--- config.mk ---
export PLATFORM = sky130hd
export DESIGN_NAME = pps_engine
export DESIGN_NICKNAME = d
export VERILOG_FILES = /design/src/rtl/pps_pkg.sv /design/src/rtl/pps_step.sv /design/src/rtl/pps_slots.sv /design/src/rtl/pps_engine.sv
export SDC_FILE = /design/constraint.sdc
export NUM_CORES = 1
export LEC_CHECK = 0
export BUFFER_PORTS_ARGS = -buffer_cell sky130_fd_sc_hd__buf_2
export CORE_MARGIN = 2
export CORE_UTILIZATION = 45
export CTS_CLUSTER_SIZE = 16
export DETAILED_ROUTE_END_ITERATION = 7
export GPL_TIMING_DRIVEN = 0
export PLACE_DENSITY = 0.73
export SETUP_SLACK_MARGIN = 0.1
export SLEW_MARGIN = 20
export SYNTH_ARGS = -nofsm -noshare
export SYNTH_HDL_FRONTEND = slang
export SYNTH_SLANG_ARGS = --single-unit
--- constraint.sdc ---
create_clock -name clk_i -period 2.2 [get_ports clk_i]
set_input_delay 0.22 -clock clk_i [delete_from_list [all_inputs] [get_ports clk_i]]
set_output_delay 0.22 -clock clk_i [all_outputs]
set_load 0.05 [all_outputs]
--- src/rtl/pps_pkg.sv ---
package pps_pkg;
  localparam int unsigned SLOT_N = 6;
  localparam int unsigned IDX_W  = $clog2(SLOT_N);
  typedef logic [IDX_W-1:0] slot_idx_t;
  localparam slot_idx_t SL_START = 3'd0;
  localparam slot_idx_t SL_FMT   = 3'd1;
  localparam slot_idx_t SL_OPT1  = 3'd2;
  localparam slot_idx_t SL_OPT2  = 3'd3;
  localparam slot_idx_t SL_OPT3  = 3'd4;
  localparam slot_idx_t SL_CHK   = 3'd5;
  localparam logic [7:0] START_BYTE = 8'hFF;
endpackage

--- src/rtl/pps_step.sv ---
module pps_step
  import pps_pkg::*;
(
  input  slot_idx_t  idx_i,
  input  logic [7:0] fmt_i,
  output slot_idx_t  nxt_o
);
  // skip absent optional bytes; after the check byte wrap to the start slot
  always_comb begin
    unique case (idx_i)
      SL_START: nxt_o = SL_FMT;
      SL_FMT:   nxt_o = fmt_i[4] ? SL_OPT1 : fmt_i[5] ? SL_OPT2 : fmt_i[6] ? SL_OPT3 : SL_CHK;
      SL_OPT1:  nxt_o = fmt_i[5] ? SL_OPT2 : fmt_i[6] ? SL_OPT3 : SL_CHK;
      SL_OPT2:  nxt_o = fmt_i[6] ? SL_OPT3 : SL_CHK;
      SL_OPT3:  nxt_o = SL_CHK;
      default:  nxt_o = SL_START;
    endcase
  end
endmodule

--- src/rtl/pps_slots.sv ---
module pps_slots
  import pps_pkg::*;
(
  input  logic       clk_i,
  input  logic       rst_ni,
  input  logic       we_i,
  input  slot_idx_t  idx_i,
  input  logic [7:0] data_i,
  output logic [7:0] rd_data_o,
  output logic [7:0] fmt_o,
  output logic [7:0] opt1_o
);
  logic [7:0] slot_q [SLOT_N];

  for (genvar g = 0; g < SLOT_N; g++) begin : g_slot
    always_ff @(posedge clk_i or negedge rst_ni) begin
      if (!rst_ni)                          slot_q[g] <= 8'h00;
      else if (we_i && idx_i == slot_idx_t'(g)) slot_q[g] <= data_i;
    end
  end

  assign rd_data_o = (idx_i < slot_idx_t'(SLOT_N)) ? slot_q[idx_i] : 8'h00;
  assign fmt_o     = slot_q[SL_FMT];
  assign opt1_o    = slot_q[SL_OPT1];
endmodule

--- src/rtl/pps_engine.sv ---
module pps_engine
  import pps_pkg::*;
#(
  parameter int unsigned CNT_W = 8
) (
  input  logic             clk_i,
  input  logic             rst_ni,
  input  logic             cmd_wait_i,
  input  logic             rx_valid_i,
  input  logic [7:0]       rx_byte_i,
  input  logic             tx_ready_i,
  output logic             tx_valid_o,
  output logic [7:0]       tx_byte_o,
  output logic             fidi_we_o,
  output logic [3:0]       fi_o,
  output logic [3:0]       di_o,
  output logic             resume_o,
  output logic [CNT_W-1:0] pps_count_o
);
  logic       resp_q;   // direction flag: 0 request, 1 response
  slot_idx_t  idx_q, idx_nxt;
  logic [7:0] chk_q, fmt_st, opt1_st, rd_byte, fmt_sel;
  logic       rx_take, tx_take, chk_ok;
  logic       fidi_we_q, resume_q;
  logic [3:0] fi_q, di_q;
  logic [CNT_W-1:0] cnt_q;

  assign rx_take = rx_valid_i && !resp_q &&
                   (idx_q != SL_START || (cmd_wait_i && rx_byte_i == START_BYTE));
  assign tx_take = resp_q && tx_ready_i;
  assign fmt_sel = (!resp_q && idx_q == SL_FMT) ? rx_byte_i : fmt_st;
  assign chk_ok  = (chk_q ^ rx_byte_i) == 8'h00;

  pps_slots i_slots (
    .clk_i     (clk_i),
    .rst_ni    (rst_ni),
    .we_i      (rx_take),
    .idx_i     (idx_q),
    .data_i    (rx_byte_i),
    .rd_data_o (rd_byte),
    .fmt_o     (fmt_st),
    .opt1_o    (opt1_st)
  );

  pps_step i_step (
    .idx_i (idx_q),
    .fmt_i (fmt_sel),
    .nxt_o (idx_nxt)
  );

  always_ff @(posedge clk_i or negedge rst_ni) begin
    if (!rst_ni) begin
      resp_q    <= 1'b0;
      idx_q     <= SL_START;
      chk_q     <= 8'h00;
      fidi_we_q <= 1'b0;
      resume_q  <= 1'b0;
      fi_q      <= 4'd1;
      di_q      <= 4'd1;
      cnt_q     <= '0;
    end else begin
      fidi_we_q <= 1'b0;
      resume_q  <= 1'b0;
      if (rx_take) begin
        chk_q <= (idx_q == SL_START) ? rx_byte_i : (chk_q ^ rx_byte_i);
        if (idx_q == SL_CHK) begin
          idx_q <= SL_START;
          if (chk_ok) resp_q   <= 1'b1;
          else        resume_q <= 1'b1;
        end else begin
          idx_q <= idx_nxt;
        end
      end else if (tx_take) begin
        idx_q <= idx_nxt;
        if (idx_q == SL_CHK) begin
          resp_q    <= 1'b0;
          fidi_we_q <= 1'b1;
          resume_q  <= 1'b1;
          cnt_q     <= cnt_q + 1'b1;
          fi_q      <= fmt_st[4] ? opt1_st[7:4] : 4'd1;
          di_q      <= fmt_st[4] ? opt1_st[3:0] : 4'd1;
        end
      end
    end
  end

  assign tx_valid_o  = resp_q;
  assign tx_byte_o   = resp_q ? rd_byte : 8'h00;
  assign fidi_we_o   = fidi_we_q;
  assign resume_o    = resume_q;
  assign fi_o        = fi_q;
  assign di_o        = di_q;
  assign pps_count_o = cnt_q;
endmodule

Word-level counts from Yosys, hierarchy flattened
Cells that the tools add are included.
Widths: inputs -> output; s select.
- register bits: 78
- bits in latches: 0
- bits in writable memories: 0
- memory bits (read-only): 0
- input port bits: 13
- output and inout bits: 27
- word-level logic and storage cells: 73
- memories kept: 0
- add/subtract/negate cells: 1
- multipliers: 0
- div/mod/pow operators: 0
- $lt $le $gt $ge: 2
- equality and inequality tests: 7
- shifts and indexed selects: 0
- mux-type cells: 27
- bitwise logic cells: 3
- reductions and logical operators: 19
- operators by type and width (cell ; count):
    $mux 8 ; 5
    $bmux 8 s3 ; 1
    $mux 3 ; 5
    $pmux 3 s5 ; 1
    $mux 1 ; 12
    $logic_and 1x1->1 ; 11
    $add 8x1->8 const B ; 1
    $eq 8x8->1 const B ; 1
    $logic_not 8->1 ; 1
    $mux 4 ; 2
    $xor 8x8->8 ; 1
    $mux 7 ; 1
    $eq 3x2->1 const B ; 2
    $eq 3x3->1 const B ; 2
    $reduce_and 3->1 ; 2
    $ge 4x4->1 const B ; 1
    $not 3->4 ; 1
    $eq 3x1->1 const B ; 1
    $logic_not 3->1 ; 1
    $lt 3x3->1 const B ; 1
    $reduce_bool 3->1 ; 1
    $ne 2x2->1 const B ; 1
    $reduce_bool 2->1 ; 1
    $logic_not 1->1 ; 1
    other kinds (2) ; 2

Depth between registers and ports, before layout
- word-level depth: 9
- depth in mapped cells: 7
- mapped depth without buffers: 5

Hierarchy
Synthesis repeated with hierarchy kept, for this count alone.
- cell total of the unflattened synthesis: 342
- area total of the unflattened synthesis: 4170.2 um^2
- by module, submodules not included (module ; instances ; cells an instance ; area each (um^2)):
    pps_slots ; 1 ; 170 ; 2406.1
    pps_engine ; 1 ; 159 ; 1676.6
    pps_step ; 1 ; 13 ; 87.6

Worst setup path before layout
OpenSTA, ideal clock, no wires.
- path type: reg-to-reg
- from: register resp_q (netlist: tx_valid_o)
- to: register chk_q[5]
- library setup time: 0.079 ns
- arrival time: 1.852 ns
- data required time: 2.121 ns
- setup slack: 0.269 ns
- cell stages (with the launch flop): 8
- path through: dfrtp_1 buf_6 nand4bb_1 or4_4 buf_6 buf_12 nand2_2 xor2_1
- word-level cells in the longest chain between the ends: 3
- RTL lines (element ; line ; text):
    start, declared ; pps_engine.sv:20 ; logic resp_q;
    start signal, assigned ; pps_engine.sv:53 ; resp_q <= 1'b0;
    start signal, assigned ; pps_engine.sv:68 ; if (chk_ok) resp_q <= 1'b1;
    start signal, assigned ; pps_engine.sv:76 ; resp_q <= 1'b0;
    $logic_not 1->1 ; pps_engine.sv:28 ; assign rx_take = rx_valid_i && !resp_q &&
    $logic_and 1x1->1 (2 in series) ; pps_engine.sv:28 ;
    end signal, assigned ; pps_engine.sv:65 ; chk_q <= (idx_q == SL_START) ? rx_byte_i : (chk_q ^ rx_byte_i);
    end, declared ; pps_engine.sv:22 ; logic [7:0] chk_q, fmt_st, opt1_st, rd_byte, fmt_sel;
No other way between the ends.
A chain may end at the register's enable or synchronous reset.

Worst setup path in the final report
- from: register idx_q[1]
- to: output port tx_byte_o[6]
- word-level cells in the longest chain between the ends: 6
- elaborated cells between the ends (all ways): 7
- RTL lines (element ; line ; text):
    start, declared ; pps_engine.sv:21 ; slot_idx_t idx_q, idx_nxt;
    start signal, assigned ; pps_engine.sv:71 ; idx_q <= idx_nxt;
    start signal, assigned ; pps_engine.sv:74 ; idx_q <= idx_nxt;
    $not 3->4 (implied by the code) ; pps_slots.sv:22 ; assign rd_data_o = (idx_i < slot_idx_t'(SLOT_N)) ? slot_q[idx_i] : 8'h00;
    $bmux 8 s3 ; pps_slots.sv:22 ;
    $mux 8 (implied by the code) (2 in series) ; pps_slots.sv:22 ;
    $mux 8 * ; pps_slots.sv:22 ;
    $mux 8 * ; pps_engine.sv:88 ; assign tx_byte_o = resp_q ? rd_byte : 8'h00;
    end, declared ; pps_engine.sv:13 ; output logic [7:0] tx_byte_o,
Every way passes the cells marked *; elsewhere a longest branch is shown, timed or not. The select of a mux whose other input is x is not followed.

==> summary.txt <==
post-synthesis register bit count - 78
grt met2 use - 0.294
met3 usage - 0.0448
Fin Clk Skew - 0.0137 ns
full die area - 9330 µm²
total global-route track usage - 0.192
# fillers - 753
first-pass GRT wire length - 14000 µm
met1 Track Usage GR - 0.254
Slew headroom - 0.525
EDFF count, synth - 0
Via Count - 2691
CP max stage delay - 0.50 ns
register area share after synthesis - 0.506
final wirelength - 8660 µm
ratio of cells with drive above 1 in the final layout - 0.372
most common cell in the netlist - dfrtp_1
First-pass DRT Iterations - 4
Initial Util - 0.467
critical-path cell list - buf_6, mux4_2, nand2_1, o21ai_0, and2_1, buf_4
area share of the leading cell type in the synthesized netlist - 0.493
pre-CTS setup slack - 0.0293 ns
post-synth top area cell - dfrtp_1
Layout area overhead - 17.0%
Core Box Area - 8260 µm²
RSZ-0062 raised after global routing - true
worst path bufs/invs - 2
synth warn - 0
top_reg_cell synth - dfrtp_1
Skew-Pair Late Insertion Delay - 0.38 ns
final core utilization - 0.547
largest net degree at the start of global routing - 59
Rows - 33
fin cells - 487
CP max stage cell - mux4_2
mapped cell area - 3860 µm²
Crit Path Category - flop to primary output
GR Overflow Total - 0
measured slew at the worst slew-check pin - 0.713 ns
antenna-violating nets left - 0
clock transition at the registers of the reported paths - 0.08 ns
Crit Path Max Fanout - 6
H-tree levels - 3
Critical Path RT - 1.98 ns
top post-synthesis cells by area - dfrtp_1 (49%), mux2_2 (12%), mux4_2 (4.7%)
Num CTS Buffers - 9
Max Cap Viol - 0
Post-Syn Nets - 341
vias in the first global route - 2733
CP arrival - 1.88 ns
post-placement cell count - 466
fmax - 475 MHz
fin. max-slew vios - 0
syn_area_per_cell - 11.8 µm²
Period Utilization, post-route - 0.956
Final Hold Vio Count - 0
die width - 96.6 µm
post-DP HPWL - 5900 µm
asr flop ratio synth - 1.00
chip height - 96.6 µm
Pleak - 2.14 nW
drc violations - 0
Syn Inst Count - 327
DR iter-0 viols - 208
setup_tns - 0 ns
maximum VDD drop - 0.000606 V
# nets final - 391
CTS tree - built
Tmin final - 2.10 ns
post-synthesis cell type count - 45
status - finished, final reports clean
Total Power - 4.73 mW
Setup-failing EPs final - 0
global route hottest layer - met2
CTS Root Cell - clkbuf_8
Synth top cells by count - dfrtp_1 (76), mux2_2 (40), nand2_1 (34)
initial antenna violation count - 0
wire per inst - 17.8 µm
Worst Setup Start Kind - flop
post-DR vias/cell - 5.53
CTS max path bufs - 2
buffers added on ports - 33
gpl congestion - 0.918
Sink Count - 78
Crit path max-delay family - multiplexers
CP endpoint kind - primary output
# diodes - 0
Hold Path Class - input pin to flop
Power Density - 1050 nW/µm²
worst setup margin - 0.0969 ns
IO Count - 40
==> logic make-up (layout without fill, tap and decap cells) <==
kind of cell             after synthesis  count (layout)  share of synthesized area
AND/OR/NAND/NOR                      100             100                      0.149
flip-flops                            78              78                      0.506
multiplexers                          57              57                      0.187
AO/OA/AOI/OAI                         41              41                     0.0610
buffers and inverters                 27              82                     0.0415
XOR/XNOR                              23              23                     0.0522
adder cells (fa/ha/maj)                1               1                    0.00324
==> routing by layer <==
layer	part of all wire	up-vias
li1	-	1233
met1	0.44	1355
met2	0.48	79
met3	0.050	24
met4	0.030	0
met5	0	-
==> sequential cells by signal, summed over array words and instances (netlist names), 3 cells and up <==
signal          cells
fi_o                4
i_slots.fmt_o       8
idx_q               3
i_slots.opt1_o      8
i_slots.slot_q     32
di_o                4
pps_count_o         8
chk_q               8
==> layout by cell type (no fill, tap or decap), types with 2 or more instances in the layout <==
cell type,count
or2b_1,8
mux2_2,40
a21oi_1,3
nor3b_1,2
nor3_1,4
inv_1,4
o21ai_1,4
clkbuf_2,3
buf_4,10
dfstp_2,2
nand2b_1,2
nand3_1,5
nand2b_4,2
nand4bb_1,2
clkbuf_8,11
nand2_2,10
and2_1,9
clkbuf_1,5
and3_1,3
dfrtp_1,75
buf_6,14
mux2i_1,8
xor2_1,11
nor2b_1,2
nand4_1,4
nand2_1,32
buf_2,27
mux4_2,8
nor2_1,10
o21ai_0,24
xnor2_1,12
==> metrics by stage <==
step                      hold WS [ns]  cell area (µm²)
final                            0.165             4510
after detailed placement         0.129             4190
after CTS                        0.163             4490
after floorplan                -0.0756             3860
after global placement           0.443             4160
after global routing             0.161             4510
==> path summary, 6_finish.rpt <==
check,startpoint,endpoint,slack (ns),cells after the start
hold reg to reg,i_slots.slot_q[46],i_slots.slot_q[46],0.47,1
max in group asynchronous,rst_ni,i_slots.slot_q[8],1.35,3
setup reg to reg,tx_valid_o,idx_q[1],0.16,5
setup / recovery,idx_q[1],tx_byte_o[6],0.1,6
hold / removal,rx_byte_i[2],i_slots.slot_q[18],0.16,2
min in group asynchronous,rst_ni,pps_count_o[6],0.27,2
==> power breakdown <==
part           internal, mW  switching, mW  total, mW
Combinational         0.840          0.703       1.54
Clock                 0.476          0.546       1.02
Sequential             1.86          0.302       2.16
==> layout make-up <==
class | instances | area, µm² | share of cell area
clock buffer | 12 | 155 | 0.0344
inverter | 4 | 15.0 | 0.00333
tap | 105 | 131 | 0.0291
clock inverter | 4 | 30.0 | 0.00665
timing repair buffer | 40 | 289 | 0.0640
sequential | 78 | 1960 | 0.433
buffer | 22 | 174 | 0.0385
multi-input combinational | 222 | 1760 | 0.391
==> worst register-to-register path: cells and delay by family, from the launching register on <==
kind	cells	cell delay (ns)
AO/OA/AOI/OAI	1	0.47
AND/OR/NAND/NOR	3	0.89
flip-flops	1	0.41
buffers and inverters	1	0.15
==> repair_timing <==
action | CTS | global route
endpoints found under the hold margin | 20 | 0
hold buffers | 1 | 0
pin swaps | 6 | 2
buffers inserted | 4 | 1
gates cloned | 0 | 0
resized for setup | 32 | 8
endpoints found under the setup margin | 8 | 10
(Power assumes the default switching activity.)
